### config.mk
export PLATFORM = sky130hd
export DESIGN_NAME = pdio_regbank
export DESIGN_NICKNAME = d
export VERILOG_FILES = /design/src/rtl/pdio_pkg.sv /design/src/rtl/pdio_sync.sv /design/src/rtl/pdio_decode.sv /design/src/rtl/pdio_port.sv /design/src/rtl/pdio_regbank.sv
export SDC_FILE = /design/constraint.sdc
export NUM_CORES = 1
export LEC_CHECK = 0
export BUFFER_PORTS_ARGS = -buffer_cell sky130_fd_sc_hd__buf_2
export CORE_MARGIN = 2
export CORE_UTILIZATION = 35
export DETAILED_ROUTE_END_ITERATION = 8
export GPL_ROUTABILITY_DRIVEN = 1
export MAX_ROUTING_LAYER = met4
export PLACE_DENSITY = 0.69
export SETUP_SLACK_MARGIN = 0.02
export SYNTH_ARGS = -nofsm -noshare
export SYNTH_HDL_FRONTEND = slang
export SYNTH_HIERARCHICAL = 1
export SYNTH_SLANG_ARGS = --single-unit
### constraint.sdc
create_clock -name clk -period 4.23 [get_ports clk]
set_input_delay 0.423 -clock clk [delete_from_list [all_inputs] [get_ports clk]]
set_output_delay 0.423 -clock clk [all_outputs]
set_load 0.01 [all_outputs]
### src/rtl/pdio_pkg.sv
package pdio_pkg;
  localparam int DATA_W        = 8;
  localparam int NUM_PORTS     = 6;
  localparam int NUM_IRQ_PORTS = 3;
  localparam int ADDR_W        = 4;
  localparam int PAGE_W        = 2;
  localparam int IDX_W         = $clog2(NUM_IRQ_PORTS);

  typedef enum logic [PAGE_W-1:0] {
    PAGE_NONE = 2'd0,
    PAGE_POL  = 2'd1,
    PAGE_ENA  = 2'd2,
    PAGE_ID   = 2'd3
  } page_e;
endpackage

### src/rtl/pdio_sync.sv
module pdio_sync #(
  parameter int W = 8
) (
  input  logic         clk,
  input  logic         rst,
  input  logic [W-1:0] d,
  output logic [W-1:0] q
);
  logic [W-1:0] meta_q;

  always_ff @(posedge clk) begin
    if (rst) begin
      meta_q <= '0;
      q      <= '0;
    end else begin
      meta_q <= d;
      q      <= meta_q;
    end
  end
endmodule

### src/rtl/pdio_decode.sv
module pdio_decode #(
  parameter int ADDR_W        = 4,
  parameter int NUM_PORTS     = 6,
  parameter int NUM_IRQ_PORTS = 3,
  parameter int IDX_W         = 2
) (
  input  logic [ADDR_W-1:0]    addr,
  output logic [NUM_PORTS-1:0] port_hit,
  output logic                 pend_hit,
  output logic                 pglk_hit,
  output logic                 bank_hit,
  output logic [IDX_W-1:0]     bank_idx
);
  localparam int OFF_PEND = NUM_PORTS;
  localparam int OFF_PGLK = NUM_PORTS + 1;
  localparam int OFF_BANK = NUM_PORTS + 2;
  localparam int OFF_END  = OFF_BANK + NUM_IRQ_PORTS;

  for (genvar k = 0; k < NUM_PORTS; k++) begin : g_hit
    assign port_hit[k] = (addr == ADDR_W'(k));
  end

  assign pend_hit = (addr == ADDR_W'(OFF_PEND));
  assign pglk_hit = (addr == ADDR_W'(OFF_PGLK));
  assign bank_hit = (addr >= ADDR_W'(OFF_BANK)) && (addr < ADDR_W'(OFF_END));
  assign bank_idx = IDX_W'(addr - ADDR_W'(OFF_BANK));
endmodule

### src/rtl/pdio_port.sv
module pdio_port #(
  parameter int W = 8
) (
  input  logic         clk,
  input  logic         rst,
  input  logic         we,
  input  logic [W-1:0] wdata,
  output logic [W-1:0] q
);
  always_ff @(posedge clk) begin
    if (rst)     q <= '0;
    else if (we) q <= wdata;
  end
endmodule

### src/rtl/pdio_regbank.sv
module pdio_regbank
  import pdio_pkg::*;
#(
  parameter int DATA_W        = pdio_pkg::DATA_W,
  parameter int NUM_PORTS     = pdio_pkg::NUM_PORTS,
  parameter int NUM_IRQ_PORTS = pdio_pkg::NUM_IRQ_PORTS,
  parameter int ADDR_W        = pdio_pkg::ADDR_W,
  parameter int PAGE_W        = pdio_pkg::PAGE_W,
  parameter int IDX_W         = pdio_pkg::IDX_W
) (
  input  logic                          clk,
  input  logic                          rst,
  input  logic [ADDR_W-1:0]             host_addr,
  input  logic [DATA_W-1:0]             host_wdata,
  input  logic                          host_wr,
  input  logic                          host_rd,
  output logic [DATA_W-1:0]             host_rdata,
  input  logic [NUM_PORTS*DATA_W-1:0]   pad_in,
  output logic [NUM_PORTS*DATA_W-1:0]   sink_en,
  output logic                          iu_sel,
  output logic                          iu_we,
  output logic [PAGE_W-1:0]             iu_page,
  output logic [IDX_W-1:0]              iu_idx,
  output logic [DATA_W-1:0]             iu_wdata,
  input  logic [DATA_W-1:0]             iu_rdata,
  input  logic [NUM_IRQ_PORTS-1:0]      iu_pend,
  output logic [NUM_IRQ_PORTS*DATA_W-1:0] iu_pins
);
  localparam int PADS_W = NUM_PORTS * DATA_W;
  localparam int IRQ_W  = NUM_IRQ_PORTS * DATA_W;

  logic [PADS_W-1:0]    pad_sync;
  logic [NUM_PORTS-1:0] port_hit;
  logic                 pend_hit;
  logic                 pglk_hit;
  logic                 bank_hit;
  logic [IDX_W-1:0]     bank_idx;
  logic [NUM_PORTS-1:0] lock_q;
  page_e                page_q;
  logic [DATA_W-1:0]    rd_mux;
  logic                 bank_live;

  pdio_sync #(.W(PADS_W)) u_sync (
    .clk (clk),
    .rst (rst),
    .d   (pad_in),
    .q   (pad_sync)
  );

  pdio_decode #(
    .ADDR_W        (ADDR_W),
    .NUM_PORTS     (NUM_PORTS),
    .NUM_IRQ_PORTS (NUM_IRQ_PORTS),
    .IDX_W         (IDX_W)
  ) u_dec (
    .addr     (host_addr),
    .port_hit (port_hit),
    .pend_hit (pend_hit),
    .pglk_hit (pglk_hit),
    .bank_hit (bank_hit),
    .bank_idx (bank_idx)
  );

  for (genvar k = 0; k < NUM_PORTS; k++) begin : g_port
    pdio_port #(.W(DATA_W)) u_port (
      .clk   (clk),
      .rst   (rst),
      .we    (host_wr && port_hit[k] && !lock_q[k]),
      .wdata (host_wdata),
      .q     (sink_en[k*DATA_W +: DATA_W])
    );
  end

  // page select and lock bits share one register that no lock can block
  always_ff @(posedge clk) begin
    if (rst) begin
      page_q <= PAGE_NONE;
      lock_q <= '0;
    end else if (host_wr && pglk_hit) begin
      page_q <= page_e'(host_wdata[DATA_W-1 -: PAGE_W]);
      lock_q <= host_wdata[NUM_PORTS-1:0];
    end
  end

  // forwarding into the interrupt unit for the banked window
  assign bank_live = bank_hit && (page_q != PAGE_NONE);
  assign iu_sel    = bank_live && (host_rd || host_wr);
  assign iu_we     = bank_live && host_wr;
  assign iu_page   = page_q;
  assign iu_idx    = bank_idx;
  assign iu_wdata  = host_wdata;
  assign iu_pins   = pad_sync[IRQ_W-1:0];

  always_comb begin
    rd_mux = '0;
    for (int k = 0; k < NUM_PORTS; k++) begin
      if (port_hit[k]) rd_mux = ~pad_sync[k*DATA_W +: DATA_W];
    end
    if (pend_hit) rd_mux[NUM_IRQ_PORTS-1:0] = iu_pend;
    if (pglk_hit) begin
      rd_mux[DATA_W-1 -: PAGE_W]  = page_q;
      rd_mux[NUM_PORTS-1:0]       = lock_q;
    end
    if (bank_live) rd_mux = iu_rdata;
  end

  always_ff @(posedge clk) begin
    if (rst)          host_rdata <= '0;
    else if (host_rd) host_rdata <= rd_mux;
  end
endmodule

==> results of run 1 <==
[kinds of logic (layout without fill, tap and decap cells)]
kind of cell,count (synthesis),count (layout),share of synthesized area [%]
mux,51,51,8.80
compound gates,53,53,6.69
simple gates,241,241,22.6
flops,160,160,55.2
buf+inv,63,219,6.65
[power groups by stage]
| stage | combinational, uW | sequential (uW) | clock, uW |
|---|---|---|---|
| after floorplan | 127 | 1620 | 0 |
| after global placement | 227 | 1620 | 0 |
| after detailed placement | 229 | 1620 | 0 |
| after CTS | 230 | 1580 | 1690 |
| after global routing | 251 | 1590 | 1760 |
| final | 227 | 1580 | 1650 |
[worst max-delay path, cell delays in order (launching register included)]
cell and delay, ns:
dfxtp_1 0.43, o21a_1 0.62, and2_1 0.21, buf_2 0.12
[how the worst max path moves through the flow]
stage | startpoint | endpoint | slack (ns) | depth (start not counted)
2_1_floorplan | host_addr[0] | host_rdata[1] | 2.22 | 6
3_3_place_gp | host_addr[0] | host_rdata[0] | 1.75 | 8
3_5_place_dp | host_addr[0] | host_rdata[1] | 1.72 | 8
4_1_cts | iu_page[0] | iu_we | 1.98 | 3
5_1_grt | host_addr[3] | host_rdata[3] | 1.84 | 8
6_report | iu_page[0] | iu_we | 2.00 | 3
[metrics by stage]
stage	cell area [um2]	hold WS, ns	utilization (%)	total power [uW]
2_1_floorplan	5800	0.414	-	1750
6_report	7280	0.206	44.4	3460
3_5_place_dp	6650	0.422	40.5	1850
5_1_grt	7280	0.193	44.4	3600
3_3_place_gp	6650	0.417	40.5	1840
4_1_cts	7280	0.182	44.4	3500
[layer usage]
| layer | GRT usage, % | up-vias |
|---|---|---|
| met1 | 22.7 | 1995 |
| met4 | 4.54 | 0 |
| met3 | 6.17 | 14 |
| li1 | - | 2164 |
| met2 | 25.0 | 179 |
| met5 | - | - |
[cells in the mapped netlist, drive strengths merged]
cell type,count
dfxtp,160
o21ai,3
nor2b,102
nor4b,5
a2bb2oi,3
a221oi,5
inv,13
and2,2
or2b,4
nor3,5
and3,3
nor4,1
clkbuf,10
mux2i,51
and3b,1
nor3b,10
o21a,2
a31oi,3
o211ai,3
a211oi,5
nand2,30
nand2b,3
nor2,64
a2111oi,5
a222oi,3
o311ai,5
a311oi,3
buf,40
nand3,11
a21oi,13
[flip-flops by register name, indices dropped and copies added (netlist names)]
name and cells:
iu_page 2, u_sync/q 48, u_sync/meta_q 48, lock_q 6, host_rdata 8, g_port.u_port/q 48
[final cells by class]
cell class	instances	area (um2)	area share [%]
clock buffer	17	425	5.84
clock inverter	14	214	2.94
inverter	13	48.8	0.670
multi-input combinational	345	2210	30.3
sequential	160	3200	44.0
tap	220	275	3.78
timing repair buffer	175	908	12.5
==> flow_metrics.env, run 1 <==
export IMPL_clock_tree_htree_level_count=4
export IMPL_end_kind="output port"
export IMPL_cts_hold_fix_buffers=0
export IMPL_finalNonFillerCells=944
export IMPL_hold_path_depth=2
export IMPL_synth_yosys_seq_area_share_pct=55.2
export IMPL_met3_wire_len_um=1060
export IMPL_final_worst_path_setup_slack_ns=2.00
export IMPL_dr_pass1_iters=8
export IMPL_netSwitchingFraction_pct=21.8
export IMPL_synth_top_cells_by_area="dfxtp_1 (55%), nor2b_1 (11%), mux2i_1 (8.8%)"
export IMPL_clkPwrFrac_pct=47.6
export IMPL_dp_cells=913
export IMPL_wl_met2_um=6400
export IMPL_setup_tns_ns=0
export IMPL_die_height_um=133
export IMPL_internal_power_uw=2710
export IMPL_row_count=47
export IMPL_rsz0062_at_grt="false"
export IMPL_io_buf_count=168
export IMPL_hold_start="pad_in[20]"
export IMPL_max_slew_margin_rel_pct=34.5
export IMPL_antenna_left=0
export IMPL_areaGrowthSynthToFinish_pct=25.6
export IMPL_globalRoute_totalOverflow=0
export IMPL_report_final_hold_viol_count=0
export IMPL_synth_area_leader_cell="dfxtp_1"
export IMPL_fmax_mhz=448
export IMPL_worst_skew_pair_late_latency_ns=0.42
export IMPL_power_frac_comb_pct=6.6
export IMPL_top_layer="met4"
export IMPL_initial_core_utilization_pct=35.3
export IMPL_global_route_usage_total_pct=17.2
export IMPL_reg2reg_setup_slack_ns=2.64
export IMPL_detailedPlacementHpwl_um=10100
export IMPL_path_class="flip-flop to output port"
export IMPL_grt_pass1_vias=4016
export IMPL_synthesized_flop_and_latch_total=160
export IMPL_power_net_switching_uw=754
export IMPL_clock_skew_ns=0.00519
export IMPL_static_leakage_power_uw=0.00310
export IMPL_postSynthAreaPerCell_um2=10.2
export IMPL_finalSetupViolations=0
export IMPL_timing_rr_end="host_rdata[0]"
export IMPL_synth_warning_count=6
export IMPL_run_status="complete, no violations"
export IMPL_netlist_cell_type_count=39
export IMPL_drtIter0Drc=235
export IMPL_timing_reg2reg_worst_path_depth=4
export IMPL_synth_largest_type_area_fraction_pct=55.2
export IMPL_fill_cells=1574
export IMPL_timing_max_cap_violations=0
export IMPL_nets=787
export IMPL_synthesis_instances=568
export IMPL_cts_root_buffer="clkbuf_16"
export IMPL_route_layer_met1_wl_um=6970
export IMPL_antenna_found_initial=0
export IMPL_cts_repair_resize_count=0
export IMPL_insertedDiodeCount=0
export IMPL_numClockSinks=160
export IMPL_finalCritPeriodShare_pct=52.8
export IMPL_drc=0
export IMPL_wl_per_cell_um=15.4
export IMPL_avgViaCountPerCell=4.61
export IMPL_maximum_number_of_pins_on_one_net_before_global_route_repair=161
export IMPL_critPathArrivalTime_ns=1.81
export IMPL_timing_hold_worst_endpoint="u_sync/meta_q[20]"
export IMPL_wire_length_of_the_first_global_routing_pass_um=22200
export IMPL_summed_instance_area_of_the_synthesized_netlist_um2=5800
export IMPL_required_ns=3.81
export IMPL_final_period_minus_worst_setup_slack_ns=2.23
export IMPL_hold_class="input port to flip-flop"
export IMPL_dpl_worst_slack_ns=1.72
export IMPL_drt_wl_total_um=14600
export IMPL_worst_r2r_startpoint="iu_page[0]"
export IMPL_clock_tree_from_tritoncts="built"
export IMPL_cts_made_buffers=17
export IMPL_postCtsSetupRepairBufs=0
export IMPL_dieArea_um2=17600
export IMPL_drive_above_1_share_pct=29.1
export IMPL_clock_path_buffers=2
export IMPL_clock_slew_at_reported_path_ffs_ns=0.06
export IMPL_mappedNetlistNets=643
export IMPL_pwr_share_seq_pct=45.8
export IMPL_core_region_area_um2=16400
export IMPL_peakVddDrop_mv=0.298
export IMPL_p_per_area_nw_per_um2=475
export IMPL_critical_path_startpoint_type="flip-flop"
export IMPL_layout_common_cells="buf_2 (167), dfxtp_1 (160), nor2b_1 (102), nor2_1 (64), mux2i_1 (51)"
export IMPL_largest_driver_fanout_on_the_critical_path=18
export IMPL_tightest_slew_ns=0.979
export IMPL_place_gp_congestion=0.821
export IMPL_io_pins=169
export IMPL_mostFrequentLayoutCell="buf_2"
export IMPL_vias=4352
export IMPL_die_w_um=133
export IMPL_finalMaxSlewViolations=0
Power figures use the tool's default switching activity.
==> run 2: changes to the inputs <==
clock period = 2.2 ns   (was 4.23 ns; I/O delays follow)
==> run 2 against run 1 <==
  * Sequential power is 93% higher
  * First-iteration DRC count shrank 7.7%
  * Flip-flop and latch count unchanged
  * Via count is 1.1% higher
  * Die area is the same
  * Critical path type unchanged
  * Highest routed layer unchanged
==> flow_metrics.env, run 2 (synthesis gave the netlist of run 1 again) <==
export IMPL_clock_skew_ns=0.00765
export IMPL_maximum_number_of_pins_on_one_net_before_global_route_repair=64
export IMPL_globalRoute_totalOverflow=0
export IMPL_cts_hold_fix_buffers=19
export IMPL_rsz0062_at_grt="false"
export IMPL_hold_start="pad_in[11]"
export IMPL_required_ns=1.98
export IMPL_wl_per_cell_um=15.0
export IMPL_critPathArrivalTime_ns=1.75
export IMPL_io_pins=169
export IMPL_critical_path_startpoint_type="flip-flop"
export IMPL_tightest_slew_ns=0.658
export IMPL_dr_pass1_iters=4
export IMPL_reg_largest_list="g_port.u_port/q x48, u_sync/meta_q x48, u_sync/q x48"
export IMPL_peakVddDrop_mv=0.500
export IMPL_grt_pass1_vias=4105
export IMPL_fill_cells=1531
export IMPL_row_count=47
export IMPL_clock_path_buffers=2
export IMPL_nets=819
export IMPL_place_gp_congestion=0.822
export IMPL_drive_above_1_share_pct=29.5
export IMPL_cts_root_buffer="clkbuf_16"
export IMPL_final_core_util_pct=46.0
export IMPL_core_region_area_um2=16400
export IMPL_dieArea_um2=17600
export IMPL_post_dp_cell_area_um2=6760
export IMPL_final_period_minus_worst_setup_slack_ns=1.97
export IMPL_largest_driver_fanout_on_the_critical_path=18
export IMPL_timing_hold_worst_endpoint="u_sync/meta_q[11]"
export IMPL_drc=0
export IMPL_cts_repair_resize_count=0
export IMPL_global_route_usage_total_pct=17.1
export IMPL_timing_reg2reg_worst_path_depth=6
export IMPL_postCtsSetupRepairBufs=0
export IMPL_final_worst_path_setup_slack_ns=0.234
export IMPL_dpl_worst_slack_ns=-0.0511
export IMPL_reg2reg_setup_slack_ns=0.63
export IMPL_io_buf_count=168
export IMPL_antenna_left=0
export IMPL_clock_tree_htree_level_count=4
export IMPL_drtIter0Drc=217
export IMPL_run_status="complete, no violations"
export IMPL_timing_rr_end="host_rdata[7]"
export IMPL_detailedPlacementHpwl_um=10500
export IMPL_die_w_um=133
export IMPL_vias=4401
export IMPL_design_area_um2=7550
export IMPL_p_per_area_nw_per_um2=859
export IMPL_drt_wl_total_um=14600
export IMPL_hold_path_depth=2
export IMPL_die_height_um=133
export IMPL_areaGrowthSynthToFinish_pct=30.2
export IMPL_end_kind="output port"
export IMPL_cts_made_buffers=17
export IMPL_worst_r2r_startpoint="u_sync/q[31]"
export IMPL_timing_max_cap_violations=0
export IMPL_finalSetupViolations=0
export IMPL_numClockSinks=160
export IMPL_path_class="flip-flop to output port"
export IMPL_clock_tree_from_tritoncts="built"
export IMPL_wire_length_of_the_first_global_routing_pass_um=22200
export IMPL_max_slew_margin_rel_pct=56.2
export IMPL_mostFrequentLayoutCell="buf_2"
export IMPL_report_final_hold_viol_count=0
export IMPL_layout_common_cells="buf_2 (167), dfxtp_1 (160), nor2b_1 (102), nor2_1 (64), mux2i_1 (51)"
export IMPL_hold_class="input port to flip-flop"
export IMPL_insertedDiodeCount=0
export IMPL_initial_core_utilization_pct=35.3
export IMPL_static_leakage_power_uw=0.00324
export IMPL_post_layout_total_power_uw=6490
export IMPL_finalCritPeriodShare_pct=89.3
export IMPL_worst_skew_pair_late_latency_ns=0.41
export IMPL_antenna_found_initial=0
export IMPL_fmax_mhz=509
export IMPL_clock_slew_at_reported_path_ffs_ns=0.06
export IMPL_finalMaxSlewViolations=0
export IMPL_avgViaCountPerCell=4.51
==> run 2: cell count changes in the layout (fill, tap and decap cells not counted) <==
cell	delta
buf_12	+1
buf_4	+12
bufinv_16	-2
clkbuf_1	+1
clkbuf_8	+1
clkinv_2	-1
clkinvlp_4	-1
dlygate4sd3_1	+19
inv_6	+2
==> run 2: power by group <==
part / total, uW / internal [uW] / switching [uW]
logic: 473 / 226 / 247
clock network: 2960 / 1820 / 1140
registers: 3050 / 3000 / 45.8
==> run 2: metrics by stage <==
step	TNS (ns)	hold slack [ns]	std cells
after floorplan	0	0.348	568
after global placement	0	0.417	926
after detailed placement	-0.0511	0.420	926
after CTS	0	0.00101	976
after global routing	0	0.00703	976
final	0	0.0172	976
==> run 2: worst max-delay path by stage <==
stage / startpoint / end / depth (start not counted)
2_1_floorplan: host_addr[0] / host_rdata[1] / 6
3_3_place_gp: host_addr[0] / host_rdata[0] / 8
3_5_place_dp: host_addr[0] / host_rdata[0] / 8
4_1_cts: iu_page[1] / iu_we / 3
5_1_grt: iu_page[1] / iu_sel / 3
6_report: iu_page[1] / iu_we / 3
==> run 2: metal layers <==
layer | global-route usage (%) | wire (um)
met1 | 22.5 | 7190
met2 | 25.9 | 6580
met3 | 4.29 | 656
met4 | 5.26 | 172
met5 | - | 0
==> run 2: worst max-delay path: stages, from the launching register on <==
cell and delay [ns]:
dfxtp_1 0.41, o21a_1 0.57, and2_1 0.22, buf_2 0.13
==> run 2: cell type report <==
class                   instances  area, um2  area share, %
inverters                      13       48.8          0.647
multi-input cells             345       2210           29.3
flip-flops and latches        160       3200           42.4
clock buffers                  19        443           5.87
well taps                     220        275           3.65
repair buffers                207       1210           16.0
clock inverters                12        159           2.11
==> run 3: changes to the inputs <==
--- a/config.mk
+++ b/config.mk
@@ -10,2 +10,3 @@
 export CORE_UTILIZATION = 35
+export CTS_CLUSTER_DIAMETER = 30
 export DETAILED_ROUTE_END_ITERATION = 8
==> constraint.sdc (replaced) <==
create_clock -name clk -period 2.2 [get_ports clk]
set_input_delay 0.33 -clock clk [delete_from_list [all_inputs] [get_ports clk]]
set_output_delay 0.33 -clock clk [all_outputs]
set_load 0.01 [all_outputs]
==> run 3 against run 2 <==
  * Clock skew shrank 0.0026 ns
  * Combinational power shrank 4%
  * Utilization shrank 0.78 points
  * Non-clock buffer count shrank 13
  * Worst hold slack gained 0.097 ns
  * Maximum frequency shrank 0.20%
  * Via count shrank 0.25%
  * Cell count shrank 1.2%
  * Sequential power is essentially flat
  * Count of clock-buffer cells in the layout shrank 1
==> flow_metrics.env, run 3 (synthesis gave the netlist of run 1 again) <==
export IMPL_run_status="complete, no violations"
export IMPL_globalRoute_totalOverflow=0
export IMPL_critical_path_startpoint_type="input port"
export IMPL_wire_length_of_the_first_global_routing_pass_um=22200
export IMPL_internal_power_uw=5050
export IMPL_rsz0062_at_grt="false"
export IMPL_postCtsSetupRepairBufs=0
export IMPL_nets=806
export IMPL_drc=0
export IMPL_detailedPlacementHpwl_um=10500
export IMPL_max_slew_margin_rel_pct=64.2
export IMPL_dpl_worst_slack_ns=-0.0744
export IMPL_die_w_um=133
export IMPL_p_per_area_nw_per_um2=882
export IMPL_power_frac_comb_pct=6.9
export IMPL_cts_repair_resize_count=0
export IMPL_numClockSinks=160
export IMPL_mostFrequentLayoutCell="buf_2"
export IMPL_wl_per_cell_um=15.1
export IMPL_vias=4390
export IMPL_report_final_hold_viol_count=0
export IMPL_critPathArrivalTime_ns=2.30
export IMPL_fmax_mhz=508
export IMPL_clkPwrFrac_pct=46.5
export IMPL_antenna_found_initial=0
export IMPL_required_ns=2.53
export IMPL_reg_largest_list="g_port.u_port/q x48, u_sync/meta_q x48, u_sync/q x48"
export IMPL_clock_path_buffers=2
export IMPL_dieArea_um2=17600
export IMPL_initial_core_utilization_pct=35.3
export IMPL_core_region_area_um2=16400
export IMPL_final_worst_path_setup_slack_ns=0.231
export IMPL_grt_pass1_vias=4046
export IMPL_die_height_um=133
export IMPL_row_count=47
export IMPL_critical_path_slowest_cell="a222oi_1"
export IMPL_largest_driver_fanout_on_the_critical_path=7
export IMPL_timing_max_cap_violations=0
export IMPL_cts_made_buffers=17
export IMPL_static_leakage_power_uw=0.00319
export IMPL_finalSetupViolations=0
export IMPL_power_net_switching_uw=1500
export IMPL_place_gp_congestion=0.825
export IMPL_peakVddDrop_mv=0.509
export IMPL_finalCritPeriodShare_pct=89.5
export IMPL_fill_cells=1585
export IMPL_avgViaCountPerCell=4.55
export IMPL_layout_common_cells="buf_2 (167), dfxtp_1 (160), nor2b_1 (102), nor2_1 (64), mux2i_1 (51)"
export IMPL_clock_tree_htree_level_count=4
export IMPL_hold_class="input port to flip-flop"
export IMPL_pwr_share_seq_pct=46.6
export IMPL_cp_top_family="compound AO/OA/AOI/OAI gates"
export IMPL_drt_wl_total_um=14600
export IMPL_fin_hold_ws_ns=0.114
export IMPL_multi_input_comb_area_um2=2210
export IMPL_path_class="input port to flip-flop"
export IMPL_insertedDiodeCount=0
export IMPL_io_pins=169
export IMPL_drtIter0Drc=240
export IMPL_worst_skew_pair_late_latency_ns=0.42
export IMPL_crit_chain="buf_2 > nand2_1 > nor3_1 > buf_4 > nor2b_1 > a222oi_1 > o211ai_1 > a311oi_1"
export IMPL_drive_above_1_share_pct=31.0
export IMPL_cp_buffers_inverters=2
export IMPL_finalNonFillerCells=964
export IMPL_netSwitchingFraction_pct=22.9
export IMPL_clock_slew_at_reported_path_ffs_ns=0.06
export IMPL_end_kind="flip-flop"
export IMPL_areaGrowthSynthToFinish_pct=28.0
export IMPL_dr_pass1_iters=5
export IMPL_io_buf_count=168
export IMPL_final_period_minus_worst_setup_slack_ns=1.97
export IMPL_maximum_number_of_pins_on_one_net_before_global_route_repair=64
export IMPL_sequential_cell_area_um2=3200
export IMPL_clock_tree_from_tritoncts="built"
export IMPL_tightest_slew_ns=0.524
export IMPL_finalMaxSlewViolations=0
export IMPL_clock_skew_ns=0.00509
export IMPL_max_stage_delay_ns=0.52
export IMPL_global_route_usage_total_pct=17.2
export IMPL_cts_root_buffer="clkbuf_16"
export IMPL_antenna_left=0
export IMPL_dp_cells=932
export IMPL_cts_hold_fix_buffers=0
run 3: metrics by stage:
stage | total power [uW] | instance area [um2] | TNS (ns) | utilization (%)
2_1_floorplan | 3360 | 5800 | 0 | -
3_3_place_gp | 3560 | 6800 | -0.0177 | 41.4
3_5_place_dp | 3570 | 6800 | -0.235 | 41.4
4_1_cts | 6620 | 7420 | 0 | 45.2
5_1_grt | 6790 | 7420 | 0 | 45.2
6_report | 6550 | 7420 | 0 | 45.2
run 3: worst paths after layout:
kind | slack [ns] | endpoint | cells after the start | startpoint
worst max-delay path | 0.23 | host_rdata[0] | 8 | host_addr[0]
worst min-delay path | 0.11 | u_sync/meta_q[26] | 2 | pad_in[26]
worst max register to register | 0.52 | host_rdata[7] | 5 | iu_page[0]
worst min register to register | 0.43 | u_sync/q[11] | 1 | u_sync/meta_q[11]
run 3: power by group through the flow:
stage	Sequential, uW	Clock [uW]	Combinational [uW]
2_1_floorplan	3120	0	245
3_3_place_gp	3110	0	450
3_5_place_dp	3110	0	455
4_1_cts	3050	3110	457
5_1_grt	3060	3230	500
6_report	3050	3040	454
run 3: area by class of cell:
cell class | count | share of cell area (%)
repair buffers | 194 | 14.3
flip-flops and latches | 160 | 43.2
clock buffers | 18 | 5.92
multi-input cells | 345 | 29.8
inverters | 13 | 0.658
well taps | 220 | 3.71
clock inverters | 14 | 2.43
run 3: layer usage:
metal  vias up  track usage (%)  routed length (um)
met5         -                -                   0
met4         0             5.91                 216
met3        19             4.67                 936
met2       182             25.2                6420
met1      1983             22.8                6980
li1       2206                -                   -
